**src/rtl/spi_eng_pkg.sv**
```systemverilog
package spi_eng_pkg;

   // One serial clock event per cycle at most: launch on rise, capture on fall
   typedef struct packed {
      logic rise;
      logic fall;
   } sck_evt_t;

endpackage

```
**src/rtl/spi_eng_sync.sv**
```systemverilog
module spi_eng_sync #(
   parameter int                STAGES = 2,
   parameter int                WIDTH  = 1,
   parameter logic [WIDTH-1:0]  INIT   = '0
) (
   input  logic             clk,
   input  logic             rst_n,
   input  logic [WIDTH-1:0] d,
   output logic [WIDTH-1:0] q
);

   if (STAGES < 2) begin : g_bad_stages
      $error("spi_eng_sync: STAGES must be at least 2");
   end
   if (WIDTH < 1) begin : g_bad_width
      $error("spi_eng_sync: WIDTH must be at least 1");
   end

   logic [STAGES-1:0][WIDTH-1:0] chain;

   always_ff @(posedge clk or negedge rst_n) begin
      if (!rst_n) chain <= {STAGES{INIT}};
      else        chain <= {chain[STAGES-2:0], d};
   end

   assign q = chain[STAGES-1];

endmodule

```
**src/rtl/spi_eng_sckgen.sv**
```systemverilog
module spi_eng_sckgen #(
   parameter int SEL_W = 2
) (
   input  logic                  clk,
   input  logic                  rst_n,
   input  logic                  run,
   input  logic [SEL_W-1:0]      div_sel,
   output logic                  sck,
   output spi_eng_pkg::sck_evt_t evt
);

   if (SEL_W < 1 || SEL_W > 3) begin : g_bad_sel
      $error("spi_eng_sckgen: SEL_W must be 1..3");
   end

   localparam int              CNT_W = (1 << SEL_W) - 1;
   localparam logic [CNT_W:0]  ONE   = {{CNT_W{1'b0}}, 1'b1};

   logic [CNT_W-1:0] cnt;
   logic [CNT_W:0]   half_m1;
   logic             hit;

   always_comb begin
      half_m1 = (ONE << div_sel) - ONE;
      hit     = run && ({1'b0, cnt} == half_m1);
   end

   always_ff @(posedge clk or negedge rst_n) begin
      if (!rst_n) begin
         cnt <= '0;
         sck <= 1'b0;
      end else if (!run) begin
         cnt <= '0;
         sck <= 1'b0;
      end else if (hit) begin
         cnt <= '0;
         sck <= ~sck;
      end else begin
         cnt <= cnt + CNT_W'(1);
      end
   end

   assign evt.rise = hit & ~sck;
   assign evt.fall = hit &  sck;

   // a stopped generator leaves SCK at its resting low level
   a_r1_idle_low: assert property (@(posedge clk) disable iff (!rst_n)
      !run |=> !sck);

endmodule

```
**src/rtl/spi_eng_shifter.sv**
```systemverilog
module spi_eng_shifter #(
   parameter int DATA_W = 8
) (
   input  logic                  clk,
   input  logic                  rst_n,
   input  logic                  clear,
   input  logic                  load,
   input  logic [DATA_W-1:0]     load_data,
   input  spi_eng_pkg::sck_evt_t evt,
   input  logic                  sample_bit,
   output logic                  out_bit,
   output logic                  at_first,
   output logic                  frame_end,
   output logic                  rx_valid,
   output logic [DATA_W-1:0]     rx_data
);

   if (DATA_W < 2) begin : g_bad_width
      $error("spi_eng_shifter: DATA_W must be at least 2");
   end

   localparam int               IDX_W = $clog2(DATA_W);
   localparam logic [IDX_W-1:0] LAST  = IDX_W'(DATA_W - 1);

   logic [IDX_W-1:0]  idx;
   logic [DATA_W-1:0] sreg;
   logic [DATA_W-2:0] rx_sh;
   logic [DATA_W-1:0] rx_next;
   logic              is_last;

   always_comb begin
      rx_next   = {rx_sh, sample_bit};
      is_last   = (idx == LAST);
      at_first  = (idx == '0);
      frame_end = evt.fall && is_last && !clear;
   end

   always_ff @(posedge clk or negedge rst_n) begin
      if (!rst_n) begin
         idx      <= '0;
         sreg     <= '0;
         rx_sh    <= '0;
         out_bit  <= 1'b0;
         rx_valid <= 1'b0;
         rx_data  <= '0;
      end else begin
         rx_valid <= 1'b0;
         if (load)                     sreg <= load_data;
         else if (evt.rise && !clear)  sreg <= {sreg[DATA_W-2:0], 1'b0};
         if (evt.rise && !clear)       out_bit <= sreg[DATA_W-1];
         if (clear) begin
            idx <= '0;
         end else if (evt.fall) begin
            rx_sh <= rx_next[DATA_W-2:0];
            idx   <= is_last ? '0 : idx + IDX_W'(1);
            if (is_last) begin
               rx_valid <= 1'b1;
               rx_data  <= rx_next;
            end
         end
      end
   end

   // a received byte is announced for exactly one cycle
   a_r4_one_pulse: assert property (@(posedge clk) disable iff (!rst_n)
      rx_valid |=> !rx_valid);

   // launch and capture never fall in the same cycle
   a_r2_edges_apart: assert property (@(posedge clk) disable iff (!rst_n)
      !(evt.rise && evt.fall));

endmodule

```
**src/rtl/spi_shift_engine.sv**
```systemverilog
module spi_shift_engine #(
   parameter int DATA_W      = 8,
   parameter int SEL_W       = 2,
   parameter int SYNC_STAGES = 2
) (
   input  logic              clk,
   input  logic              rst_n,
   input  logic              enable,
   input  logic              is_master,
   input  logic [SEL_W-1:0]  div_sel,
   input  logic [DATA_W-1:0] tx_data,
   input  logic              tx_valid,
   output logic              tx_ready,
   output logic [DATA_W-1:0] rx_data,
   output logic              rx_valid,
   output logic              busy,
   output logic              sck_out,
   output logic              sck_oe,
   input  logic              sck_in,
   output logic              mosi_out,
   output logic              mosi_oe,
   input  logic              mosi_in,
   input  logic              miso_in,
   output logic              miso_out,
   output logic              miso_oe,
   input  logic              nss_in
);

   import spi_eng_pkg::*;

   localparam int          LINES     = 3;
   localparam logic [2:0]  LINE_INIT = 3'b100;   // select idles high

   // synchronized slave-side lines
   logic [LINES-1:0] line_s;
   logic             sck_s, mosi_s, nss_s, sck_d;

   spi_eng_sync #(.STAGES(SYNC_STAGES), .WIDTH(LINES), .INIT(LINE_INIT)) u_sync (
      .clk   (clk),
      .rst_n (rst_n),
      .d     ({nss_in, mosi_in, sck_in}),
      .q     (line_s)
   );

   assign sck_s  = line_s[0];
   assign mosi_s = line_s[1];
   assign nss_s  = line_s[2];

   // control state
   logic     active;      // master frame sequence running
   logic     in_frame;    // slave frame in progress
   logic     armed;       // slave byte held for the next frame
   logic     gen_run, gen_sck;
   sck_evt_t gen_evt, evt;
   logic     slv_ok, clear, sample_bit;
   logic     at_first, frame_end, out_bit;
   logic     mst_ready, slv_ready, accept;

   assign gen_run = active && is_master && enable;

   spi_eng_sckgen #(.SEL_W(SEL_W)) u_sckgen (
      .clk     (clk),
      .rst_n   (rst_n),
      .run     (gen_run),
      .div_sel (div_sel),
      .sck     (gen_sck),
      .evt     (gen_evt)
   );

   always_comb begin
      slv_ok     = enable && !is_master && !nss_s;
      clear      = !enable || (!is_master && nss_s);
      sample_bit = is_master ? miso_in : mosi_s;
      if (is_master) begin
         evt = gen_evt;
      end else begin
         evt.rise = slv_ok &&  sck_s && !sck_d;
         evt.fall = slv_ok && !sck_s &&  sck_d;
      end
      mst_ready = enable &&  is_master && (!active || frame_end);
      slv_ready = enable && !is_master && !armed && !in_frame;
      tx_ready  = mst_ready || slv_ready;
      accept    = tx_valid && tx_ready;
   end

   spi_eng_shifter #(.DATA_W(DATA_W)) u_shifter (
      .clk        (clk),
      .rst_n      (rst_n),
      .clear      (clear),
      .load       (accept),
      .load_data  (tx_data),
      .evt        (evt),
      .sample_bit (sample_bit),
      .out_bit    (out_bit),
      .at_first   (at_first),
      .frame_end  (frame_end),
      .rx_valid   (rx_valid),
      .rx_data    (rx_data)
   );

   always_ff @(posedge clk or negedge rst_n) begin
      if (!rst_n) begin
         sck_d    <= 1'b0;
         active   <= 1'b0;
         in_frame <= 1'b0;
         armed    <= 1'b0;
      end else begin
         sck_d <= sck_s;

         if (!enable || !is_master) active <= 1'b0;
         else if (frame_end)        active <= tx_valid;
         else if (accept)           active <= 1'b1;

         if (clear || frame_end)         in_frame <= 1'b0;
         else if (evt.rise && at_first)  in_frame <= 1'b1;

         if (!enable || is_master)                    armed <= 1'b0;
         else if (accept)                             armed <= 1'b1;
         else if (frame_end || (in_frame && nss_s))   armed <= 1'b0;
      end
   end

   assign busy     = is_master ? active : in_frame;
   assign sck_out  = gen_sck;
   assign sck_oe   = enable && is_master;
   assign mosi_oe  = enable && is_master;
   assign mosi_out = out_bit;
   assign miso_out = out_bit;
   assign miso_oe  = enable && !is_master && !nss_in;

   // a slave frame end always leaves busy low for that cycle
   a_r10_slave_gap: assert property (@(posedge clk) disable iff (!rst_n)
      (!is_master && rx_valid) |-> !busy);

   // a disabled block reports no activity one cycle later
   a_r8_off_idle: assert property (@(posedge clk) disable iff (!rst_n)
      !enable |=> !busy);

   // a master byte completes on a falling SCK edge
   a_r6_end_low: assert property (@(posedge clk) disable iff (!rst_n)
      (is_master && rx_valid) |-> !sck_out);

endmodule

```
**config.mk**
```make
export PLATFORM = sky130hd
export DESIGN_NAME = spi_shift_engine
export DESIGN_NICKNAME = d
export VERILOG_FILES = /design/src/rtl/spi_eng_pkg.sv /design/src/rtl/spi_eng_sync.sv /design/src/rtl/spi_eng_sckgen.sv /design/src/rtl/spi_eng_shifter.sv /design/src/rtl/spi_shift_engine.sv
export SDC_FILE = /design/constraint.sdc
export NUM_CORES = 1
export LEC_CHECK = 0
export ABC_AREA = 1
export BUFFER_PORTS_ARGS = -buffer_cell sky130_fd_sc_hd__buf_2
export CAP_MARGIN = 30
export CORE_UTILIZATION = 58
export DETAILED_ROUTE_END_ITERATION = 16
export GPL_ROUTABILITY_DRIVEN = 0
export GPL_TIMING_DRIVEN = 0
export PLACE_DENSITY = 0.83
export SLEW_MARGIN = 20
export SYNTH_ARGS = -nofsm -noshare
export SYNTH_HDL_FRONTEND = slang
export SYNTH_SLANG_ARGS = --single-unit
```
**constraint.sdc**
```tcl
create_clock -name clk -period 5.11 [get_ports clk]
set_clock_uncertainty 0.2 [all_clocks]
set_input_delay 0.511 -clock clk [delete_from_list [all_inputs] [get_ports clk]]
set_output_delay 0.511 -clock clk [all_outputs]
set_load 0.02 [all_outputs]
```
==> metrics.md, run 1 <==
| Metric | Value |
|---|---|
| Status | `finished clean` |
| Final Critical Period | `2580 ps` |
| Setup tns final | `0 ps` |
| Die Span Y | `59.5 um` |
| RSZ-0062 raised after global routing | `false` |
| Clock buffer depth | `2` |
| Cells on Worst Hold Path | `1` |
| Post-route ant nets | `0` |
| Synth Register Bits | `42` |
| Buffers added on ports | `35` |
| Via density | `4.85` |
| Vias | `about 1,500` |
| Synth Net Count | `244` |
| Fillers | `257` |
| Worst path arrival time | `1870 ps` |
| Final Hold Violating Endpoints | `0` |
| EDFF count, synth | `0` |
| Die X-Extent | `59.5 um` |
| MaxCap Viol Count | `0` |
| Top cell by count, worst path | `nand2_4` |
| Worst-Margin Slew | `405 ps` |
| Overall routing resource usage | `0.221` |
| Largest net degree at the start of global routing | `43` |
| Post-synthesis area per instance | `8.68 sq um` |
| Skew-Pair Late Insertion Delay | `350 ps` |
| Startpoint of the worst hold path | `nss_in` |
| Max incr delay on CP | `420 ps` |
| DP Cell Count | `300` |
| Synthesized instance count | `221` |
| Crit Reg-Reg Endpoint | `u_shifter.sreg[6]` |
| Fraction of layout instances using a drive strength above 1 | `0.226` |
| Root Driver | `clkbuf_4` |
| Crit-path max FO | `10` |
| Core area | `3100 sq um` |
| Worst VDD drop | `209 uV` |
| Initial antenna violation count | `0` |
| DR DRC count | `0` |
| Initial Util | `0.619` |
| Max-slew violation count | `0` |
| Drt initial violations | `75` |
| Site Rows | `20` |
| Post-synthesis sequential area ratio | `0.549` |
| DRT Wirelength | `between 3000 and 4000 um` |
| Crit Reg-Reg Startpoint | `active` |
| CTS tree | `yes` |
| Die area | `3540 sq um` |
| CTS H-tree lvls | `2` |
| Post-synth cell types | `23` |
| Drt pass-1 iters | `4` |
| Leakage | `approximately 1.3 nW` |
| First-pass GRT wire length | `5730 um` |
| Pwr Density | `326 nW/um^2` |
| Syn-to-layout area delta | `19.8%` |
| Reg2Reg Depth | `12` |
| Type of the worst setup path | `register to output pin` |
| Post-CTS resize count | `0` |
| CP max-delay cell | `dfrtp_1` |
| Final non-filler cell total | `between 300 and 400` |
| Worst Setup Slack, final | `2530 ps` |
| Slew headroom | `0.730` |
| Reg clk slew, reported paths | `~120 ps` |
| R2R Setup Slk | `3100 ps` |
| CP Launch Type | `register` |
| GRT overflow | `0` |
| WHS Endpoint | `u_sync.chain[2]` |
| Mapped Area | `1920 sq um` |
| Fmax | `a little under 0.4 GHz` |
| Place WS | `2610 ps` |
| Number of diodes | `0` |
| Per-cell routed wire length | `11.2 um` |
| Post-synth ARST share | `1.00` |
| Hpwl dp | `2460 um` |
| Ys flop type | `dfrtp_1` |
| Post-CTS setup buffers | `0` |
| Total Nets Final | `288` |
| Period utilization | `0.506` |
| CTS buffer count | `5` |
| Vias in the first global route | `1,404` |
| Data required, critical path | `4400 ps` |
| Largest delay share family, worst path | `simple AND/OR/NAND/NOR gates` |
| IO Pins | `36` |
| CP Cell Sequence | `inv_1 -> nor2_1 -> nand4_2 -> nand2_4 -> nand2_4 -> nand2_4 -> nand2_4 -> nand2_8 -> buf_2` |
| Final setup vio count | `0` |
| CTS Sinks | `between 40 and 50` |
| Bufs and invs on worst path | `2` |
| Crit path capture type | `output pin` |
| Worst hold-check path type | `input pin to register` |
| Synth warn | `0` |
cell families after synthesis:
kind of cell,after synthesis,synth area share
simple gates,113,0.273
fa+ha+maj,4,0.0261
buf+inv,38,0.0821
xor+xnor,1,0.00456
flops,42,0.549
compound gates,23,0.0652
cell usage in the layout, fill, tap and decap left out, types with 4 or more instances in the layout:
cell type   n
nand2_4     5
dfrtp_1    40
buf_2      35
clkbuf_4    5
inv_1      31
ha_1        4
nand2_1    68
o21ai_0    18
nand3_1    19
nor2_1     13
state kept, by name (all words and copies together) (netlist names):
signal and flops:
u_sync.q 3, sck_d 1, u_shifter.idx 3, u_sckgen.sck 1
armed 1, in_frame 1, u_shifter.out_bit 1, u_shifter.sreg 8
active 1, u_sckgen.cnt 3, u_sync.chain 3, u_shifter.rx_data 8
u_shifter.rx_valid 1, u_shifter.rx_sh 7
routing by layer:
layer  track usage  routed length (um)
met5             0                   0
met4        0.0997                  68
met3        0.0524                 133
met2         0.379                1690
met1         0.265                1590
cells in the mapped netlist (2+ instances only):
cell type,number,share of area
ha_1,4,0.026
o21ai_0,18,0.047
nor2_1,13,0.025
a31oi_1,3,0.0098
nand2_1,68,0.13
dfstp_2,2,0.027
inv_1,31,0.061
nor2_2,2,0.0065
buf_4,2,0.0078
nand2_4,5,0.029
dfrtp_1,40,0.52
nand4_1,2,0.0065
clkbuf_1,3,0.0059
nand3_1,19,0.050
timing repair:
item	in CTS	in global routing
hold buffers	0	1
hold endpoints to repair	0	15
endpoints found under the setup margin	0	0
metrics by stage:
stage                util  hold WS, ps  total power, mW  instance area [sq um]
floorplan               -         15.4            0.447                   1920
global placement    0.693          132            0.477                   2150
detailed placement  0.693          136            0.482                   2150
CTS                 0.729         39.7            0.750                   2260
global route        0.741         30.9            0.784                   2300
finish              0.741         53.5            0.749                   2300
area by class of cell:
class | count | area [sq um] | share of cell area
multi-input cells | 141 | 708 | 0.308
inverters | 32 | 120 | 0.0523
clock buffers | 6 | 51.3 | 0.0223
plain buffers | 6 | 37.5 | 0.0163
repair buffers | 37 | 213 | 0.0925
flip-flops and latches | 42 | 1050 | 0.458
clock inverters | 2 | 60.1 | 0.0261
well taps | 44 | 55.1 | 0.0240
worst register-to-register path, cell delays in order (launching register included):
cell and delay, ps:
dfrtp_1 420, inv_1 90, nor2_1 210, nand4_2 150, nand2_4 140, nand2_4 110, nand2_4 80, nand2_4 60
nand2_8 90, nand2_4 80, buf_6 150, nand3_1 70, nand2_1 60
where the power goes:
part / switching, mW / internal (mW) / total, mW
Combinational: 0.0578 / 0.0377 / 0.0955
Clock: 0.105 / 0.166 / 0.271
Sequential: 0.0173 / 0.365 / 0.383
Total: 0.180 / 0.569 / 0.749
worst max-delay path by stage:
| stage | start | endpoint | slack [ps] | cells after the start |
|---|---|---|---|---|
| after floorplan | div_sel[0] | tx_ready | 3040 | 9 |
| after global placement | is_master | tx_ready | 2620 | 11 |
| after detailed placement | is_master | tx_ready | 2610 | 11 |
| after CTS | active | tx_ready | 2510 | 9 |
| after global routing | active | tx_ready | 2390 | 9 |
| final | active | tx_ready | 2530 | 9 |
Note: power is estimated with default switching activity, not from simulation.
==> run 2: changes to the inputs <==
CORE_UTILIZATION = 49   (was 58)
PLACE_DENSITY = 0.75   (was 0.83)
clock period = 2.14 ns   (was 5.11 ns; I/O delays follow)
==> metrics.md, run 2 (synthesized netlist as in run 1, its figures left out) <==
| Metric | Value |
|---|---|
| Status | `finished clean` |
| CTS buffer count | `5 (unchanged)` |
| Crit Reg-Reg Startpoint | `u_sckgen.cnt[0]` |
| Drt initial violations | `79 (+5.3%)` |
| Crit path capture type | `output pin` |
| Post-route ant nets | `0 (unchanged)` |
| Vias | `1,540 (+2.5%)` |
| Multi-input logic area | `736 sq um (+3.9%)` |
| Bufs and invs on worst path | `1 (-1)` |
| Die Span Y | `64.6 um (+8.5%)` |
| Fraction of layout instances using a drive strength above 1 | `0.245 (+0.0190)` |
| Period utilization | `0.969` |
| CTS H-tree lvls | `2 (unchanged)` |
| Overall routing resource usage | `0.191 (-0.0308)` |
| Slew headroom | `0.715 (-0.0148)` |
| Die area | `4170 sq um (+18%)` |
| Pwr Density | `779 nW/um^2 (+140%)` |
| Initial antenna violation count | `0 (unchanged)` |
| Die X-Extent | `64.6 um (+8.5%)` |
| Skew-Pair Late Insertion Delay | `290 ps (-60 ps)` |
| Largest net degree at the start of global routing | `43 (unchanged)` |
| Reg clk slew, reported paths | `80 ps (-40 ps)` |
| Final setup vio count | `0 (unchanged)` |
| Final Hold Violating Endpoints | `0 (unchanged)` |
| Initial Util | `0.516 (-0.102)` |
| Crit-path max FO | `9 (-1)` |
| First-pass GRT wire length | `6000 um (+4.7%)` |
| Worst-Margin Slew | `428 ps (+22.2 ps)` |
| Leakage | `1.32 nW (+1.5%)` |
| Worst VDD drop | `537 uV (+160%)` |
| Register area | `1050 sq um (unchanged)` |
| Fmax | `0.482 GHz` |
| Internal power | `1.44 mW (+150%)` |
| Final Cell Area | `2440 sq um (+6.0%)` |
| Root Driver | `clkbuf_8` |
| Number of diodes | `0 (unchanged)` |
| Data required, critical path | `1730 ps (-2670 ps)` |
| Clock buffer depth | `2 (unchanged)` |
| Top cell by count, worst path | `nand2_4` |
| CTS Sinks | `42 (unchanged)` |
| Worst path arrival time | `1660 ps (-210 ps)` |
| MaxCap Viol Count | `0 (unchanged)` |
| Hpwl dp | `2420 um (-1.9%)` |
| Vias in the first global route | `1,401 (-0.21%)` |
| Most frequent cells in the layout | `67 x nand2_1, 40 x dfrtp_1, 34 x buf_2, 31 x inv_1, 19 x nand3_1` |
| Type of the worst setup path | `register to output pin` |
| CP max-delay cell | `dfrtp_1` |
| Startpoint of the worst hold path | `tx_data[4]` |
| GRT overflow | `0 (unchanged)` |
| DR DRC count | `0 (unchanged)` |
| Clock Power Share | `0.389 (+0.027)` |
| Buffers added on ports | `35 (unchanged)` |
| Commonest non-fill, non-tap cell in the layout | `nand2_1` |
| DRT Wirelength | `3530 um (+1.6%)` |
| Core area | `3720 sq um (+20%)` |
| Site Rows | `22 (+10%)` |
| Final Core Density | `0.656 (-0.0848)` |
| Sequential Power Share | `0.482 (-0.029)` |
| Logic pwr share | `0.129 (+0.002)` |
| NetSw | `0.455 mW (+150%)` |
| Worst hold-check path type | `input pin to register` |
| Largest delay share family, worst path | `simple AND/OR/NAND/NOR gates` |
| Worst setup path start | `u_sckgen.cnt[0]` |
| IO Pins | `36 (unchanged)` |
| Drt pass-1 iters | `4 (unchanged)` |
| CP Launch Type | `register` |
| Regs by FF count | `u_shifter.rx_data (8), u_shifter.sreg (8), u_shifter.rx_sh (7)` |
| CTS tree | `yes` |
| RSZ-0062 raised after global routing | `true` |
| Fillers | `293 (+14%)` |
| Syn-to-layout area delta | `27.0%` |
| Max-slew violation count | `0 (unchanged)` |
| CP Cell Sequence | `nand2_1 -> nand2_1 -> nor2_2 -> nand4_4 -> nand2_4 -> nand2_8 -> nand2_4 -> nand2_4 -> nand2_8 -> buf_6` |
| Final Critical Period | `~2100 ps` |
| Per-cell routed wire length | `11.0 um (-2.2%)` |
| DP Area | `2150 sq um (+0.23%)` |
| Total Nets Final | `296 (+2.8%)` |
| Max incr delay on CP | `420 ps (about the same)` |
| Sw Share | `0.240 (-0.00127)` |
| Via density | `4.78 (-1.4%)` |
run 2: cell count changes in the layout (fill, tap and decap cells not counted), moves of 4 or more:
cell	delta
dlygate4sd3_1	+4
clkbuf_4	-5
clkbuf_8	+4
buf_4	+4
run 2: what timing repair did:
item                                    CTS  global route
hold buffers                              5             0
setup buffers                             1             3
hold endpoints to repair                 44             0
cloned                                    0             0
gates resized for setup                   2             6
pin swaps                                 2             2
endpoints found under the setup margin    1             3
run 2: final timing paths:
path                                        end  slack (ps)  depth (start not counted)
setup / recovery                       tx_ready          70                         10
hold / removal                u_shifter.sreg[4]          20                          5
setup reg to reg                       in_frame         210                          9
hold reg to reg                     u_sync.q[0]         150                          0
max in group asynchronous           u_sync.q[2]        1020                          3
min in group asynchronous  u_shifter.rx_data[5]         190                          2
run 2: metrics by stage:
stage	power, mW	setup TNS (ps)	instances	hold WS, ps	setup WS, ps
after global placement	1.14	0	304	122	154
final	1.90	0	322	18.0	67.1
after detailed placement	1.15	0	304	123	119
after CTS	1.90	0	318	14.6	4.19
after floorplan	1.07	0	221	-282	315
after global routing	1.99	-39.7	322	14.0	-39.7
run 2: area by class of cell:
class | count | share of cell area
plain buffers | 6 | 0.0154
repair buffers | 45 | 0.119
inverters | 32 | 0.0508
clock inverters | 3 | 0.0282
multi-input cells | 141 | 0.302
well taps | 48 | 0.0246
flip-flops and latches | 42 | 0.432
clock buffers | 5 | 0.0282
run 2: worst register-to-register path: cells and delay by family, from the launching register on:
kind	cells	cell delay [ps]
and+or+nand+nor	6	840
buffers and inverters	2	330
AOI/OAI and AO/OA	1	90
DFF	1	420
run 2: per-layer routing:
metal / GRT usage / routed length [um] / up-vias
met4: 0.0806 / 70 / 0
met3: 0.0528 / 97 / 8
met5: 0 / 0 / -
met2: 0.304 / 1700 / 34
li1: - / - / 792
met1: 0.243 / 1660 / 706
run 2: power groups by stage:
stage | logic (mW) | registers [mW] | clock network (mW)
floorplan | 0.142 | 0.927 | 0
CTS | 0.232 | 0.913 | 0.755
global placement | 0.214 | 0.926 | 0
detailed placement | 0.221 | 0.929 | 0
finish | 0.246 | 0.914 | 0.738
global route | 0.278 | 0.923 | 0.793
==> run 3: changes to the inputs <==
ABC_AREA = default   (was 1)
CORE_UTILIZATION = 50   (was 49)
==> metrics.md, run 3 <==
| Metric | Value |
|---|---|
| Place WS | `-240 ps (-359 ps)` |
| Startpoint of the worst hold path | `tx_valid` |
| DRT Wirelength | `4590 um (+30%)` |
| R2R Setup Slk | `-40 ps (-250 ps)` |
| Final Cell Area | `2780 sq um (+14%)` |
| Most frequent cells in the layout | `40 x dfrtp_1, 36 x buf_2, 19 x mux2_2, 16 x inv_1, 12 x dlygate4sd3_1` |
| Synth top area share | `0.458 (-0.0638)` |
| Core area | `4090 sq um (+10%)` |
| Total Nets Final | `280 (-5.4%)` |
| CP Cell Sequence | `and3_1 -> o211ai_1 -> buf_4 -> a21oi_2 -> o21ai_1 -> a21oi_1 -> buf_4` |
| Crit-path max FO | `5 (-4)` |
| Post-synthesis area per instance | `11.3 sq um (+30%)` |
| CTS buffer count | `5 (unchanged)` |
| Reg clk slew, reported paths | `80 ps (about the same)` |
| Synthesized instance count | `194 (-12%)` |
| Die Span Y | `68.1 um (+5.5%)` |
| DP Area | `2420 sq um (+13%)` |
| Crit path capture type | `output pin` |
| Post-synthesis sequential area ratio | `0.482 (-0.0672)` |
| Final Critical Period | `2260 ps (+188 ps)` |
| Largest net degree at the start of global routing | `43 (unchanged)` |
| Slew headroom | `0.602 (-0.113)` |
| First-pass GRT wire length | `7340 um (+22%)` |
| Final setup vio count | `13 (+13)` |
| Worst hold-check path type | `input pin to register` |
| Die area | `4640 sq um (+11%)` |
| Buffers added on ports | `35 (unchanged)` |
| Max incr delay on CP | `420 ps (about the same)` |
| IO Pins | `36 (unchanged)` |
| Fraction of layout instances using a drive strength above 1 | `0.376 (+0.131)` |
| Reg2Reg Depth | `5 (-4)` |
| Synth top cells by count | `40 x dfrtp_1, 20 x mux2_2, 16 x inv_1` |
| Leakage | `1.37 nW (+3.7%)` |
| Worst-Margin Slew | `592 ps (+164 ps)` |
| Crit Reg-Reg Startpoint | `u_sckgen.cnt[1]` |
| Type of the worst setup path | `register to output pin` |
| WP depth | `7 (-3)` |
| Root Driver | `clkbuf_8` |
| Worst Setup Slack, final | `-121 ps (-188 ps)` |
| Count leader, synth | `dfrtp_1` |
| Synth area leaders | `dfrtp_1 46%, mux2_2 10%, mux2i_1 3.7%, inv_1 2.7%, dfstp_2 2.4%` |
| Fmax | `0.442 GHz (-8.3%)` |
| Drt initial violations | `108 (+37%)` |
| Failing checks | `negative setup slack` |
| CTS tree | `yes` |
| WHS Endpoint | `active` |
| Setup tns final | `-396 ps (-396 ps)` |
| Max-slew violation count | `0 (unchanged)` |
| CP Launch Type | `register` |
| Post-synth cell types | `47 (+100%)` |
| Status | `finished, violations left` |
| Vias | `1,696 (+10%)` |
| CP max-delay cell | `dfrtp_1` |
| Cells on Worst Hold Path | `3 (-2)` |
| Vias in the first global route | `1,535 (+9.6%)` |
| GRT overflow | `0 (unchanged)` |
| Period utilization | `1.06 (+0.0879)` |
| Hpwl dp | `2890 um (+19%)` |
| Post-synth ARST share | `1.00 (unchanged)` |
| Bufs and invs on worst path | `2 (+1)` |
| MaxCap Viol Count | `0 (unchanged)` |
| Pwr Density | `598 nW/um^2 (-23%)` |
| Drt pass-1 iters | `4 (unchanged)` |
| CTS Sinks | `42 (unchanged)` |
| Via density | `5.51 (+15%)` |
| Die X-Extent | `68.1 um (+5.5%)` |
| Ys flop type | `dfrtp_1` |
| Per-cell routed wire length | `14.9 um (+36%)` |
| Post-synth top area cell | `dfrtp_1` |
| Final Hold Violating Endpoints | `0 (unchanged)` |
| Syn-to-layout area delta | `27.1% (about the same)` |
| Regs by FF count | `u_shifter.rx_data (8), u_shifter.sreg (8), u_shifter.rx_sh (7)` |
| Initial Util | `0.535 (+0.0187)` |
| CTS H-tree lvls | `2 (unchanged)` |
| Clock buffer depth | `2 (unchanged)` |
| Initial antenna violation count | `0 (unchanged)` |
| Synth Register Bits | `42 (unchanged)` |
| Site Rows | `23 (+4.5%)` |
| Worst path arrival time | `1850 ps (+190 ps)` |
| Post-route ant nets | `0 (unchanged)` |
| Top cell by count, worst path | `buf_4` |
| Crit Reg-Reg Endpoint | `u_shifter.rx_data[5]` |
| DR DRC count | `0 (unchanged)` |
| Worst VDD drop | `534 uV (-0.53%)` |
| Synth Net Count | `217 (-11%)` |
| EDFF count, synth | `0 (unchanged)` |
| Largest delay share family, worst path | `compound AO/OA/AOI/OAI gates` |
| Synth warn | `0 (unchanged)` |
| Skew-Pair Late Insertion Delay | `290 ps (about the same)` |
| Number of diodes | `0 (unchanged)` |
| Overall routing resource usage | `0.218 (+0.0272)` |
| Pwr Total | `1.66 mW (-12%)` |
| Commonest non-fill, non-tap cell in the layout | `dfrtp_1` |
| Mapped Area | `2190 sq um (+14%)` |
| RSZ-0062 raised after global routing | `true` |
| Data required, critical path | `1730 ps (about the same)` |
## run 3: cell types whose count changed after synthesis, moves of 6 or more
cell	delta
mux2_2	+20
mux2i_1	+8
inv_1	-15
nor2_1	-6
nand2_1	-59
nand3_1	-17
o21ai_0	-11
## run 3: how the worst max path moves through the flow
| stage | start | end | slack [ps] |
|---|---|---|---|
| floorplan | u_sckgen.cnt[2] | u_shifter.sreg[7] | 80 |
| global placement | is_master | u_shifter.rx_data[3] | -190 |
| detailed placement | is_master | u_shifter.rx_data[5] | -240 |
| CTS | u_sckgen.cnt[1] | tx_ready | -120 |
| global route | u_sckgen.cnt[1] | tx_ready | -250 |
| finish | u_sckgen.cnt[1] | tx_ready | -120 |
## run 3: worst min-delay path: cells and delay by family
family / cells / cell delay (ps)
buf+inv: 1 / 130
simple gates: 1 / 100
compound gates: 1 / 60
## run 3: per-layer routing
layer	vias up	global-route usage	part of all wire
met5	-	0	0
met4	0	0.0885	0.017
met3	10	0.0567	0.037
met2	39	0.331	0.46
met1	811	0.294	0.48
li1	836	-	-
## run 3: cells by family after synthesis
kind of cell	after synthesis	share of synthesized area
mux	28	0.140
compound gates	48	0.178
fa+ha+maj	4	0.0229
buf+inv	29	0.0624
xor+xnor	2	0.00801
flops	42	0.482
simple gates	41	0.107
## run 3: power breakdown
group | switching (mW) | internal (mW) | leakage (nW) | total [mW]
registers | 0.0378 | 0.843 | 0.530 | 0.881
clock network | 0.286 | 0.229 | 0.0441 | 0.516
logic | 0.130 | 0.135 | 0.792 | 0.266
## run 3: layout make-up
cell class                 count  area (sq um)
inverter                      16          60.1
tap                           50          62.6
fill                         335          1310
sequential                    42          1050
clock buffer                   5          68.8
buffer                        13          92.6
timing repair buffer          56           390
multi-input combinational    123          1030
clock inverter                 3          21.3
## run 3: per-stage QoR
step	utilization	hold slack, ps	instances
6_report	0.680	52.5	308
5_1_grt	0.680	76.1	308
4_1_cts	0.672	48.1	306
3_5_place_dp	0.593	123	279
3_3_place_gp	0.593	123	279
2_1_floorplan	-	-282	194
## run 3: repair_timing
item | 4_1_cts | 5_1_grt
hold buffers | 12 | 0
hold endpoints to repair | 51 | 0
pin swaps | 6 | 3
setup buffers | 7 | 1
gates resized for setup | 13 | 2
gates cloned | 0 | 0
setup endpoints to repair | 26 | 29
